`config.mk`:
```
export PLATFORM = sky130hd
export DESIGN_NAME = cop_opreg_ctrl
export DESIGN_NICKNAME = d
export VERILOG_FILES = /design/src/rtl/cop_opreg_pkg.sv /design/src/rtl/cop_move_decode.sv /design/src/rtl/cop_operand_bank.sv /design/src/rtl/cop_result_track.sv /design/src/rtl/cop_opreg_ctrl.sv
export SDC_FILE = /design/constraint.sdc
export NUM_CORES = 1
export LEC_CHECK = 0
export BUFFER_PORTS_ARGS = -buffer_cell sky130_fd_sc_hd__buf_2
export CAP_MARGIN = 15
export CORE_UTILIZATION = 40
export CTS_BUF_LIST = sky130_fd_sc_hd__clkbuf_8
export CTS_CLUSTER_DIAMETER = 150
export DETAILED_ROUTE_END_ITERATION = 6
export HOLD_SLACK_MARGIN = 0.05
export PLACE_DENSITY = 0.6
export SLEW_MARGIN = 25
export SYNTH_ARGS = -nofsm -noshare
export SYNTH_HDL_FRONTEND = slang
export SYNTH_SLANG_ARGS = --single-unit
```
`constraint.sdc`:
```
create_clock -name clk -period 5.25 [get_ports clk]
set_clock_uncertainty 0.05 [all_clocks]
set_input_delay 0.2625 -clock clk [delete_from_list [all_inputs] [get_ports clk]]
set_output_delay 0.2625 -clock clk [all_outputs]
set_load 0.1 [all_outputs]
```
`src/rtl/cop_opreg_pkg.sv`:
```
// Shared types for the coprocessor operand register block.
// Assumes a 4-bit move code; the code values are fixed by the host protocol.
package cop_opreg_pkg;

    typedef enum logic [2:0] {
        SRC_LEFT,
        SRC_LEFTX,
        SRC_RIGHT,
        SRC_RIGHTX,
        SRC_CTRL,
        SRC_RES,
        SRC_RESX,
        SRC_NONE
    } rd_src_e;

    // One decoded move command.
    typedef struct packed {
        logic    state_wr;     // codes 0..5 write operand/control state
        logic    ld_left_b;
        logic    ld_leftx_a;
        logic    ld_right_b;
        logic    ld_right_a;
        logic    ld_rightx_a;
        logic    ld_ctrl_b;
        logic    res_to_left;
        logic    res_to_right;
        logic    res_read;     // codes 6, 7, 14, 15
        logic    uses_a;       // phase-A data carries an operand
        logic    drive;        // word goes onto phase-B read data
        rd_src_e src;
    } move_dec_t;

endpackage

```
`src/rtl/cop_move_decode.sv`:
```
// Move-code decoder: turns the 4-bit move code into per-register load,
// copy and drive strobes. Purely combinational; assumes code is stable
// for the cycle it is used in.
module cop_move_decode
    import cop_opreg_pkg::*;
(
    input  logic [3:0] code,
    output move_dec_t  dec
);

    // Decode one move code into strobes.
    always_comb begin
        dec     = '0;
        dec.src = SRC_NONE;
        case (code)
            4'd0:  begin dec.state_wr = 1'b1; dec.ld_left_b  = 1'b1; end
            4'd1:  begin dec.state_wr = 1'b1; dec.ld_left_b  = 1'b1;
                         dec.ld_leftx_a = 1'b1; dec.uses_a = 1'b1; end
            4'd2:  begin dec.state_wr = 1'b1; dec.ld_right_b = 1'b1; end
            4'd3:  begin dec.state_wr = 1'b1; dec.ld_right_b = 1'b1;
                         dec.ld_rightx_a = 1'b1; dec.uses_a = 1'b1; end
            4'd4:  begin dec.state_wr = 1'b1; dec.ld_ctrl_b  = 1'b1; end
            4'd5:  begin dec.state_wr = 1'b1; dec.ld_left_b  = 1'b1;
                         dec.ld_right_a = 1'b1; dec.uses_a = 1'b1; end
            4'd6:  begin dec.res_read = 1'b1; dec.res_to_left  = 1'b1; end
            4'd7:  begin dec.res_read = 1'b1; dec.res_to_right = 1'b1; end
            4'd8:  begin dec.drive = 1'b1; dec.src = SRC_LEFT;   end
            4'd9:  begin dec.drive = 1'b1; dec.src = SRC_LEFTX;  end
            4'd10: begin dec.drive = 1'b1; dec.src = SRC_RIGHT;  end
            4'd11: begin dec.drive = 1'b1; dec.src = SRC_RIGHTX; end
            4'd12: begin dec.drive = 1'b1; dec.src = SRC_CTRL;   end
            4'd14: begin dec.res_read = 1'b1; dec.drive = 1'b1; dec.src = SRC_RES;  end
            4'd15: begin dec.res_read = 1'b1; dec.drive = 1'b1; dec.src = SRC_RESX; end
            default: ;
        endcase
    end

endmodule

```
`src/rtl/cop_operand_bank.sv`:
```
// Operand and Control registers. Loads from the two bus halves, copies
// of the result pair, Function-field writes and flag merges.
// Assumes the caller has already gated copies and merges with the
// reject/fault decision; a full Control load outranks field updates.
module cop_operand_bank
    import cop_opreg_pkg::*;
#(
    parameter int DW     = 32,
    parameter int FLAG_W = 6
) (
    input  logic              clk,
    input  logic              rst_n,
    input  logic              cmd_valid,
    input  move_dec_t         dec,
    input  logic [DW-1:0]     bus_a,
    input  logic [DW-1:0]     bus_b,
    input  logic              do_copy,
    input  logic              fn_wr,
    input  logic              flag_merge,
    input  logic [DW-1:0]     result,
    input  logic [DW-1:0]     resultx,
    input  logic [FLAG_W-1:0] res_flags,
    output logic [DW-1:0]     left,
    output logic [DW-1:0]     leftx,
    output logic [DW-1:0]     right,
    output logic [DW-1:0]     rightx,
    output logic [DW-1:0]     ctrl
);

    localparam int LANE   = DW / 4;
    localparam int FN_LO  = 0;
    localparam int FLG_LO = 2 * LANE;

    // Left pair: bus loads, otherwise result copy.
    always_ff @(posedge clk) begin
        if (!rst_n) begin
            left  <= '0;
            leftx <= '0;
        end else begin
            if (cmd_valid && dec.ld_left_b)        left  <= bus_b;
            else if (do_copy && dec.res_to_left)   left  <= result;
            if (cmd_valid && dec.ld_leftx_a)       leftx <= bus_a;
            else if (do_copy && dec.res_to_left)   leftx <= resultx;
        end
    end

    // Right pair: bus loads from either half, otherwise result copy.
    always_ff @(posedge clk) begin
        if (!rst_n) begin
            right  <= '0;
            rightx <= '0;
        end else begin
            if (cmd_valid && dec.ld_right_b)       right  <= bus_b;
            else if (cmd_valid && dec.ld_right_a)  right  <= bus_a;
            else if (do_copy && dec.res_to_right)  right  <= result;
            if (cmd_valid && dec.ld_rightx_a)      rightx <= bus_a;
            else if (do_copy && dec.res_to_right)  rightx <= resultx;
        end
    end

    // Control: full phase-B load wins over Function write and flag merge.
    always_ff @(posedge clk) begin
        if (!rst_n) begin
            ctrl <= '0;
        end else if (cmd_valid && dec.ld_ctrl_b) begin
            ctrl <= bus_b;
        end else begin
            if (fn_wr)
                ctrl[FN_LO +: LANE] <= bus_a[FN_LO +: LANE];
            if (flag_merge)
                ctrl[FLG_LO +: FLAG_W] <= ctrl[FLG_LO +: FLAG_W] | res_flags;
        end
    end

endmodule

```
`src/rtl/cop_result_track.sv`:
```
// Result holder and restart sequencer. Issues a one-cycle start after
// each restart and after reset. Captures the engine's answer when it
// belongs to the current state.
// Assumes the engine abandons any computation when it sees a start pulse,
// so a done arriving with or before a start is stale.
module cop_result_track #(
    parameter int DW     = 32,
    parameter int FLAG_W = 6
) (
    input  logic              clk,
    input  logic              rst_n,
    input  logic              restart,
    input  logic              eng_done,
    input  logic [DW-1:0]     eng_result,
    input  logic [DW-1:0]     eng_resultx,
    input  logic [FLAG_W-1:0] eng_flags,
    output logic              start,
    output logic              ready,
    output logic [DW-1:0]     result,
    output logic [DW-1:0]     resultx,
    output logic [FLAG_W-1:0] res_flags
);

    // Start pulse; reset leaves one pending so the cleared state is computed.
    always_ff @(posedge clk) begin
        if (!rst_n) start <= 1'b1;
        else        start <= restart;
    end

    // Ready flag and captured result words.
    always_ff @(posedge clk) begin
        if (!rst_n) begin
            ready     <= 1'b0;
            result    <= '0;
            resultx   <= '0;
            res_flags <= '0;
        end else if (restart) begin
            ready <= 1'b0;
        end else if (eng_done && !start) begin
            ready     <= 1'b1;
            result    <= eng_result;
            resultx   <= eng_resultx;
            res_flags <= eng_flags;
        end
    end

endmodule

```
`src/rtl/cop_opreg_ctrl.sv`:
```
// Top of the coprocessor operand register and move controller.
// Decides reject, fault, read data and restart for each command, and
// forwards the state to an external engine.
// Assumes the host holds a command unchanged while reject is high.
module cop_opreg_ctrl
    import cop_opreg_pkg::*;
#(
    parameter int DW     = 32,
    parameter int FLAG_W = 6
) (
    input  logic              clk,
    input  logic              rst_n,
    input  logic              cmd_valid,
    input  logic [3:0]        cmd_code,
    input  logic              cmd_wrfn,
    input  logic [DW-1:0]     bus_a_in,
    input  logic [DW-1:0]     bus_b_in,
    output logic [DW-1:0]     bus_b_out,
    output logic              bus_b_oe,
    output logic              reject,
    output logic              fault,
    output logic              eng_start,
    output logic [DW-1:0]     eng_left,
    output logic [DW-1:0]     eng_leftx,
    output logic [DW-1:0]     eng_right,
    output logic [DW-1:0]     eng_rightx,
    output logic [DW-1:0]     eng_ctrl,
    input  logic              eng_done,
    input  logic [DW-1:0]     eng_result,
    input  logic [DW-1:0]     eng_resultx,
    input  logic [FLAG_W-1:0] eng_flags
);

    localparam int LANE   = DW / 4;
    localparam int FLG_LO = 2 * LANE;
    localparam int MSK_LO = 3 * LANE;

    move_dec_t         dec;
    logic [DW-1:0]     result, resultx;
    logic [FLAG_W-1:0] res_flags;
    logic              ready;
    logic              held_q;
    logic              rd_res, fn_wr, stall, fault_c, settle, do_copy, restart;
    logic [FLAG_W-1:0] merged, unmasked;

    cop_move_decode u_dec (
        .code (cmd_code),
        .dec  (dec)
    );

    // Command arbitration: stall, fault and restart decisions.
    always_comb begin
        rd_res   = cmd_valid && dec.res_read;
        fn_wr    = cmd_valid && cmd_wrfn && !dec.uses_a && !held_q;
        stall    = rd_res && (!ready || fn_wr);
        merged   = eng_ctrl[FLG_LO +: FLAG_W] | res_flags;
        unmasked = merged & eng_ctrl[MSK_LO +: FLAG_W];
        settle   = rd_res && !stall;
        fault_c  = settle && (|unmasked);
        do_copy  = settle && !fault_c && (dec.res_to_left || dec.res_to_right);
        restart  = (cmd_valid && dec.state_wr) || do_copy || fn_wr;
    end

    // Remember a rejected cycle so a held function write is not repeated.
    always_ff @(posedge clk) begin
        if (!rst_n) held_q <= 1'b0;
        else        held_q <= stall;
    end

    cop_operand_bank #(.DW(DW), .FLAG_W(FLAG_W)) u_bank (
        .clk        (clk),
        .rst_n      (rst_n),
        .cmd_valid  (cmd_valid),
        .dec        (dec),
        .bus_a      (bus_a_in),
        .bus_b      (bus_b_in),
        .do_copy    (do_copy),
        .fn_wr      (fn_wr),
        .flag_merge (settle),
        .result     (result),
        .resultx    (resultx),
        .res_flags  (res_flags),
        .left       (eng_left),
        .leftx      (eng_leftx),
        .right      (eng_right),
        .rightx     (eng_rightx),
        .ctrl       (eng_ctrl)
    );

    cop_result_track #(.DW(DW), .FLAG_W(FLAG_W)) u_res (
        .clk         (clk),
        .rst_n       (rst_n),
        .restart     (restart),
        .eng_done    (eng_done),
        .eng_result  (eng_result),
        .eng_resultx (eng_resultx),
        .eng_flags   (eng_flags),
        .start       (eng_start),
        .ready       (ready),
        .result      (result),
        .resultx     (resultx),
        .res_flags   (res_flags)
    );

    // Read-data selection for the phase-B output.
    always_comb begin
        case (dec.src)
            SRC_LEFT:   bus_b_out = eng_left;
            SRC_LEFTX:  bus_b_out = eng_leftx;
            SRC_RIGHT:  bus_b_out = eng_right;
            SRC_RIGHTX: bus_b_out = eng_rightx;
            SRC_CTRL:   bus_b_out = eng_ctrl;
            SRC_RES:    bus_b_out = result;
            SRC_RESX:   bus_b_out = resultx;
            default:    bus_b_out = '0;
        endcase
    end

    assign bus_b_oe = cmd_valid && dec.drive && !stall && !fault_c;
    assign reject   = stall;
    assign fault    = fault_c;

endmodule

```
# --- Word-level counts from Yosys, hierarchy flattened ---
# Index checks and enable logic that the tools add are counted.
totals:
  mem_count: 0
  out_inout_bits: 196
  regBits: 233
  latch_bits: 0
  mem_bits_rw: 0
  romBits: 0
  elab_cells: 111
classes:
  shift: 0
  n_bitwise: 4
  n_eq_ne: 20
  n_lt_le_gt_ge: 0
  div: 0
  muxes: 26
  mul: 0
  n_reduce_logical: 48
  add_sub_neg: 0
ops:
  columns: ["cell", "n"]
  rows:
  - ["32-bit 2-to-1 mux", 9]
  - ["32-bit one-hot mux with 7 select lines", 1]
  - ["4-bit equality test, second input constant", 7]
  - ["4-bit one-hot mux with 7 select lines", 1]
  - ["1-bit logical AND", 22]
  - ["4-bit by 3-bit equality test with 1-bit output, second input constant", 4]
  - ["8-bit 2-to-1 mux", 2]
  - ["6-bit 2-to-1 mux", 2]
  - ["6-bit OR reduction", 2]
  - ["1-bit 2-to-1 mux", 11]
  - ["2-bit nonzero test", 5]
  - ["3-bit equality test, second input constant", 3]
  - ["4-bit by 2-bit equality test with 1-bit output, second input constant", 2]
  - ["6-bit bitwise AND", 1]
  - ["3-bit by 2-bit equality test with 1-bit output, second input constant", 2]
  - ["1-bit zero test", 6]
  - ["6-bit bitwise OR", 1]
  - ["3-bit OR reduction", 2]
  - ["4-bit by 1-bit equality test with 1-bit output, second input constant", 1]
  - ["4-bit zero test", 1]
  - ["1-bit logical OR", 4]
  - ["2-bit OR reduction", 2]
  - ["4-bit OR reduction", 1]
  - ["3-bit by 1-bit equality test with 1-bit output, second input constant", 1]
  - ["other kinds (4)", 5]

# --- Depth between registers and ports, before layout ---
# Gate-level depths: netlist of run 1.
depth:
  word_depth: 18
  depth_mapped: 8
  depth_no_buf: 5

# --- Cells and area by module ---
# A second synthesis of run 1 with hierarchy kept.
unflattened:
  cells_unflattened: 1547
  area_unflattened_um2: 12754.7
modules_own_cells:
  columns: ["module", "cells_each", "n_inst", "area_each_um2"]
  rows:
  - ["cop_operand_bank", 950, 1, 7664.9]
  - ["cop_result_track", 311, 1, 2934.1]
  - ["cop_opreg_ctrl", 260, 1, 1974.4]
  - ["cop_move_decode", 26, 1, 181.4]

# --- Worst setup path before layout of run 1 ---
# No wires, ideal clock.
synth_path:
  kind: "register -> output"
  startpoint: "reg u_bank.ctrl[17]"
  endpoint: "out bus_b_oe"
  t_arrival_ns: 6.416
  path_stages_with_launch: 6
  slack_ns: -1.479
  cell_sequence: "dfxtp_1 o21ai_0 nand4_1 nor2_1 nor2_1 a2111oi_0"
synth_via:
  elab_chain_cells: 6
synth_rtl:
  columns: ["element", "line", "text"]
  rows:
  - ["start: declaration", "cop_operand_bank.sv:27", "output logic [DW-1:0] ctrl"]
  - ["start signal: assignment", "cop_operand_bank.sv:66", "ctrl <= bus_b;"]
  - ["start signal: indexed assignment", "cop_operand_bank.sv:69", "ctrl[FN_LO +: LANE] <= bus_a[FN_LO +: LANE];"]
  - ["start signal: indexed assignment", "cop_operand_bank.sv:71", "ctrl[FLG_LO +: FLAG_W] <= ctrl[FLG_LO +: FLAG_W] | res_flags;"]
  - ["6-bit bitwise OR", "cop_opreg_ctrl.sv:56", "merged = eng_ctrl[FLG_LO +: FLAG_W] | res_flags;"]
  - ["6-bit bitwise AND", "cop_opreg_ctrl.sv:57", "unmasked = merged & eng_ctrl[MSK_LO +: FLAG_W];"]
  - ["6-bit OR reduction", "cop_opreg_ctrl.sv:59", "fault_c = settle && (|unmasked);"]
  - ["1-bit logical AND", "cop_opreg_ctrl.sv:59", null]
  - ["named net fault", "cop_opreg_ctrl.sv:21", "output logic fault,"]
  - ["1-bit zero test", "cop_opreg_ctrl.sv:119", "assign bus_b_oe = cmd_valid && dec.drive && !stall && !fault_c;"]
  - ["1-bit logical AND", "cop_opreg_ctrl.sv:119", null]
  - ["end: declaration", "cop_opreg_ctrl.sv:19", "output logic bus_b_oe,"]
# The timed path passes the listed nets, and every way through them passes these cells.

# --- Worst setup path in the final report of run 1 ---
layout_path:
  startpoint: "in cmd_code[3]"
  endpoint: "out bus_b_out[16]"
layout_via:
  elab_chain_cells: 4
  elab_cells_between_ends: 16
layout_rtl:
  columns: ["element", "line", "text"]
  rows:
  - ["start: declaration", "cop_opreg_ctrl.sv:14", "input logic [3:0] cmd_code,"]
  - ["4-bit equality test", "cop_move_decode.sv:15", "case (code)"]
  - ["4-bit one-hot mux with 7 select lines *", "cop_move_decode.sv:15", null]
  - ["3-bit equality test, or another cell as far along", "cop_opreg_ctrl.sv:107", "case (dec.src)"]
  - ["32-bit one-hot mux with 7 select lines *", "cop_opreg_ctrl.sv:107", null]
  - ["end: declaration", "cop_opreg_ctrl.sv:18", "output logic [DW-1:0] bus_b_out,"]
# Every way passes the cells marked *; elsewhere a longest branch is shown, timed or not.

==> impl_metrics.yaml, run 1 <==
outcome:
  status: "finished, final reports clean"
place:
  place_ws_ps: 1944
  post-dp-hpwl_mm: 30.27
  place_inst: 1925
  portBuffers: 338
  finalWeightedCongestion: 0.8846
yosys:
  synth-seq-area-share_pct: 40.32
  syn_inst: 1318
  synth_ff_type: "dfxtp_1"
  async_reset_ff_share_pct: 0
  syn_avg_cell_area_sq_um: 8.777
  synth_edf_count: 0
  synth_area_sq_mm: 0.01157
  synth.net_count: 1461
  ys_ff_latch: 233
  yosysWarnings: 0
  synth_cell_type_count: 37
pwr:
  swShare_pct: 31.71
  p_leak_nw: 6.546
  ir_drop_uv: 182.4
  power.share.sequential_pct: 42.3
  clockPowerShare_pct: 40.0
  power_switching_mw: 1.411
  power.density_mw_per_mm2: 282.1
  p_int_mw: 3.039
  power_frac_comb_pct: 17.7
critical_path:
  crit_path_end_kind: "primary output"
  worstSetupPathType: "primary input to primary output"
  slowest_delay_ps: 900
  path_cells: "buf_2 -> nor2b_1 -> and2_2 -> a22oi_1 -> nand3_1 -> buf_2"
  path_max_fanout: 32
  start_kind: "primary input"
  cp_data_arrival_time_ps: 2780
  cp_slowest_cell: "and2_2"
  rr_worst_depth: 6
  crit_path_frequent_cell: "buf_2"
  worstPathRequired_ps: 4940
clock_tree:
  root_buffer: "clkbuf_8"
  cts_buffer_depth: 3
  cts_sinks: 233
  ctsResizeCount: 0
  cts.clk_slew.worst_paths_ps: 60
  cts_made_buffers: 44
  cts_htree_levels: 2
  tritoncts: "yes"
  clock_latency_ps: 580
floorplan:
  die-area_sq_mm: 0.02961
  ioPinCount: 339
  die_h_um: 172.1
  die_w_um: 172.1
  core_area_sq_mm: 0.02809
  start_util_pct: 41.19
  rows: 61
grt:
  grt_max_degree: 96
  grt_pass1_vias: 11800
  antenna_found_initial: 4
  grt_usage_pct: 31.56
  globalRouteOverflowTotal: 0
  grt_pass1_wl_mm: 70.22
sta:
  report.final.setup_viol: 0
  tightest_slew_ps: 1121
  min_period_over_period_pct: 58.95
  rsz0062_at_grt: "no"
  slew_viol_final: 0
  max-slew-margin-rel_pct: 25.18
  fin_tns_setup_ps: 0
  fin_ws_ps: 2155
  hold_violations: 0
  finalCriticalPeriod_ps: 3095
  whs_ps: 126.5
  max_freq_ghz: 0.3231
layout:
  stdcell_count: 2146
  nets: 1876
  final_common_cell: "buf_2"
  areaGrowthSynthToFinish_pct: 36.33
  drive_above_1_share_pct: 25.89
  layout_common_cells: "buf_2, mux2i_1, nand2_1"
  post-route-util_pct: 56.15
detailed_routing:
  post_drt_wl_per_cell_um: 22.32
  drc: 0
  firstDrtPassIters: 6
  avgViaCountPerCell: 5.808
  wl_mm: 47.90
  final_antenna_net_count: 0
  drtIter0Drc: 1253
  via_count: 12460
worst_hold_path:
  hold_path.class: "primary input to flop"
  hold_depth: 2
run:
  cap_violations: 0
[area by class of cell]
| cell class | instances | area (sq um) |
|---|---|---|
| antenna | 3 | 7.507 |
| tap | 378 | 473.0 |
| timing repair buffer | 496 | 3272 |
| inverter | 3 | 12.51 |
| clock buffer | 57 | 784.5 |
| clock inverter | 21 | 101.3 |
| multi-input combinational | 955 | 6441 |
| fill | 2635 | 12320 |
| sequential | 233 | 4679 |
[power by group through the flow]
stage / combinational [mW] / clock [mW] / sequential, mW
6_report: 0.788 / 1.78 / 1.88
5_1_grt: 0.827 / 1.88 / 1.89
4_1_cts: 0.779 / 1.80 / 1.88
3_5_place_dp: 0.697 / 0 / 1.92
3_3_place_gp: 0.690 / 0 / 1.92
2_1_floorplan: 0.277 / 0 / 2.13
[flip-flops by register name, summed over array words and instances (netlist names)]
register         count
held_q               1
u_res.start          1
u_res.result        32
u_bank.ctrl         32
u_bank.right        32
u_res.res_flags      6
u_res.resultx       32
u_bank.rightx       32
u_bank.leftx        32
u_res.ready          1
u_bank.left         32
[Yosys cell counts, drive strengths merged, types with 2 or more instances]
| master | instances | area, sq um |
|---|---|---|
| and4 | 2 | 17.52 |
| and2 | 19 | 118.9 |
| nand2 | 228 | 855.8 |
| a21o | 32 | 240.2 |
| inv | 3 | 11.26 |
| a221o | 14 | 140.1 |
| a21oi | 50 | 250.2 |
| o21ai | 70 | 350.3 |
| and3 | 3 | 18.77 |
| a22oi | 64 | 480.5 |
| nand3 | 36 | 180.2 |
| mux2i | 230 | 2302 |
| buf | 34 | 221.5 |
| dfxtp | 233 | 4664 |
| nor2 | 22 | 82.58 |
| nor3 | 67 | 340.3 |
| a211oi | 72 | 540.5 |
| nand2b | 5 | 31.28 |
| clkbuf | 93 | 349.1 |
| a222oi | 26 | 260.3 |
| nor3b | 2 | 15.01 |
| nor2b | 4 | 25.02 |
[metrics by stage]
stage / instance area, sq um / total power, mW
finish: 15770 / 4.450
global route: 15770 / 4.596
CTS: 15740 / 4.462
detailed placement: 13460 / 2.614
global placement: 13420 / 2.606
floorplan: 11590 / 2.407
[kinds of logic after synthesis]
logic type	synth area share, %
muxes	19.90
AOI/OAI and AO/OA	19.78
and+or+nand+nor	14.97
buffers and inverters	5.029
DFF	40.32
[critical path, delay by kind of cell]
family | cells | cell delay (ps)
AOI/OAI and AO/OA | 1 | 160
and+or+nand+nor | 3 | 1680
buffers and inverters | 2 | 630
[worst paths after layout]
check / from / slack [ps] / endpoint
hold / removal: rst_n / 130 / u_res.start
hold reg to reg: u_bank.ctrl[10] / 430 / u_bank.ctrl[10]
setup / recovery: cmd_code[3] / 2160 / bus_b_out[16]
setup reg to reg: held_q / 2270 / u_res.resultx[5]
[metal layers]
| layer | vias to the layer above | wire [um] | GRT usage, % |
|---|---|---|---|
| met5 | - | 13 | 0 |
| met4 | 2 | 1890 | 14.70 |
| met3 | 123 | 3870 | 5.928 |
| met2 | 661 | 21940 | 51.30 |
| met1 | 5998 | 20190 | 40.31 |
| li1 | 5679 | - | - |
[repair_timing]
item	in CTS	in global routing
setup buffers	0	0
hold endpoints to repair	184	0
setup endpoints to repair	0	0
hold buffers	139	0
Power figures use the tool's default switching activity.
==> run 2: changes to the inputs <==
clock period = 3.2 ns   (was 5.25 ns; I/O delays follow)
==> impl_metrics.yaml, run 2 (synthesis results as in run 1) <==
critical_path:
  worstSetupPathType: "flop to flop"
  path_max_fanout: 37
  slowest_delay_ps: 600
  cp_data_arrival_time_ps: 3380
  worstPathRequired_ps: 3630
  r2r_start: "held_q"
  start_kind: "flop"
  worst-path-buf-inv: 2
  crit_path_end_kind: "flop"
  path_delay_family: "buffers and inverters"
  path_cells: "nand3b_1 -> o21ai_1 -> or4_4 -> and4_4 -> buf_4 -> mux2i_1 -> dlygate4sd3_1"
  cp_slowest_cell: "buf_4"
  rr_endpoint: "u_res.resultx[5]"
  rr_worst_depth: 7
  r2r_setup_slack_ps: 260
clock_tree:
  root_buffer: "clkbuf_8"
  cts_made_buffers: 43
  cts.clk_slew.worst_paths_ps: 60
  cts_htree_levels: 2
  post_cts_buffers: 0
  ctsResizeCount: 0
  cts_buffer_depth: 3
  tritoncts: "yes"
  clock_latency_ps: 560
  cts_sinks: 233
  cts_hold_buf: 169
grt:
  grt_pass1_vias: 12260
  antenna_found_initial: 5
  grt_max_degree: 92
  globalRouteOverflowTotal: 0
  grt_pass1_wl_mm: 71.90
  grt_usage_pct: 32.24
sta:
  tightest_slew_ps: 935.9
  report.final.setup_viol: 0
  fin_ws_ps: 255.5
  fin_tns_setup_ps: 0
  finalCriticalPeriod_ps: 2944
  whs_ps: 91.81
  max_freq_ghz: 0.3396
  hold_violations: 0
  rsz0062_at_grt: "no"
  min_period_over_period_pct: 92.02
  slew_viol_final: 0
  max-slew-margin-rel_pct: 37.60
worst_hold_path:
  hold_path.class: "primary input to flop"
  min_to: "u_res.start"
  min_from: "cmd_code[2]"
  hold_depth: 4
place:
  finalWeightedCongestion: 0.8747
  post-dp-hpwl_mm: 31.93
  placed_cell_area_sq_mm: 0.01394
  place_inst: 1945
  portBuffers: 338
  place_ws_ps: 457.5
layout:
  regArea_sq_mm: 0.004679
  stdcell_count: 2189
  nets: 1924
  layout_common_cells: "buf_2, mux2i_1, nand2_1"
  finalInstanceArea_sq_mm: 0.01641
  areaGrowthSynthToFinish_pct: 41.87
  fill_cells: 2633
  post-route-util_pct: 58.43
  multi_input_area_sq_mm: 0.006456
  final_common_cell: "buf_2"
  drive_above_1_share_pct: 25.86
outcome:
  status: "finished, final reports clean"
detailed_routing:
  drtIter0Drc: 1288
  final_antenna_net_count: 0
  wl_mm: 48.83
  firstDrtPassIters: 6
  post_drt_wl_per_cell_um: 22.31
  drc: 0
  avgViaCountPerCell: 5.789
  via_count: 12670
pwr:
  p_leak_nw: 6.804
  ir_drop_uv: 266.4
  power.density_mw_per_mm2: 431.8
  finalPower_mw: 7.086
floorplan:
  die_h_um: 172.1
  die_w_um: 172.1
  rows: 61
  core_area_sq_mm: 0.02809
  die-area_sq_mm: 0.02961
  start_util_pct: 41.19
  ioPinCount: 339
run:
  cap_violations: 0
[run 2: cell types whose count changed in the layout (fill, tap and decap cells not counted), sizes merged]
cell | previous run | this run
buf | 357 | 376
diode | 3 | 5
dlygate4sd3 | 139 | 169
inv | 19 | 20
clkinvlp | 2 | 1
clkbuf | 57 | 49
[run 2: tightest hold or removal path: cells and delay by family]
family	cells	cell delay, ps
compound gates	1	90
simple gates	2	220
buf+inv	1	190
[run 2: worst max path at each step]
stage	startpoint	end	depth (start not counted)
CTS	held_q	u_res.result[3]	7
detailed placement	cmd_code[3]	bus_b_out[8]	7
global route	held_q	u_res.result[3]	7
global placement	cmd_code[3]	bus_b_out[8]	7
floorplan	u_bank.ctrl[17]	bus_b_oe	5
finish	held_q	u_res.resultx[5]	7
[run 2: power breakdown]
| group | internal [mW] | switching (mW) | total, mW |
|---|---|---|---|
| Sequential | 2.99 | 0.0934 | 3.09 |
| Combinational | 0.438 | 0.910 | 1.35 |
| Clock | 1.38 | 1.27 | 2.65 |
| Total | 4.81 | 2.27 | 7.09 |
[run 2: per-layer routing]
layer	part of all wire [%]	track usage (%)	wire, um
met5	0	0	0
met4	3.8	14.39	1857
met3	8.8	6.043	4316
met2	47	52.54	22750
met1	41	41.31	19900
[run 2: area by class of cell]
cell class,instances,area share [%]
multi-input combinational,955,39.34
sequential,233,28.51
timing repair buffer,545,24.46
clock buffer,49,4.109
tap,378,2.882
clock inverter,21,0.5489
inverter,3,0.07624
antenna,5,0.07624
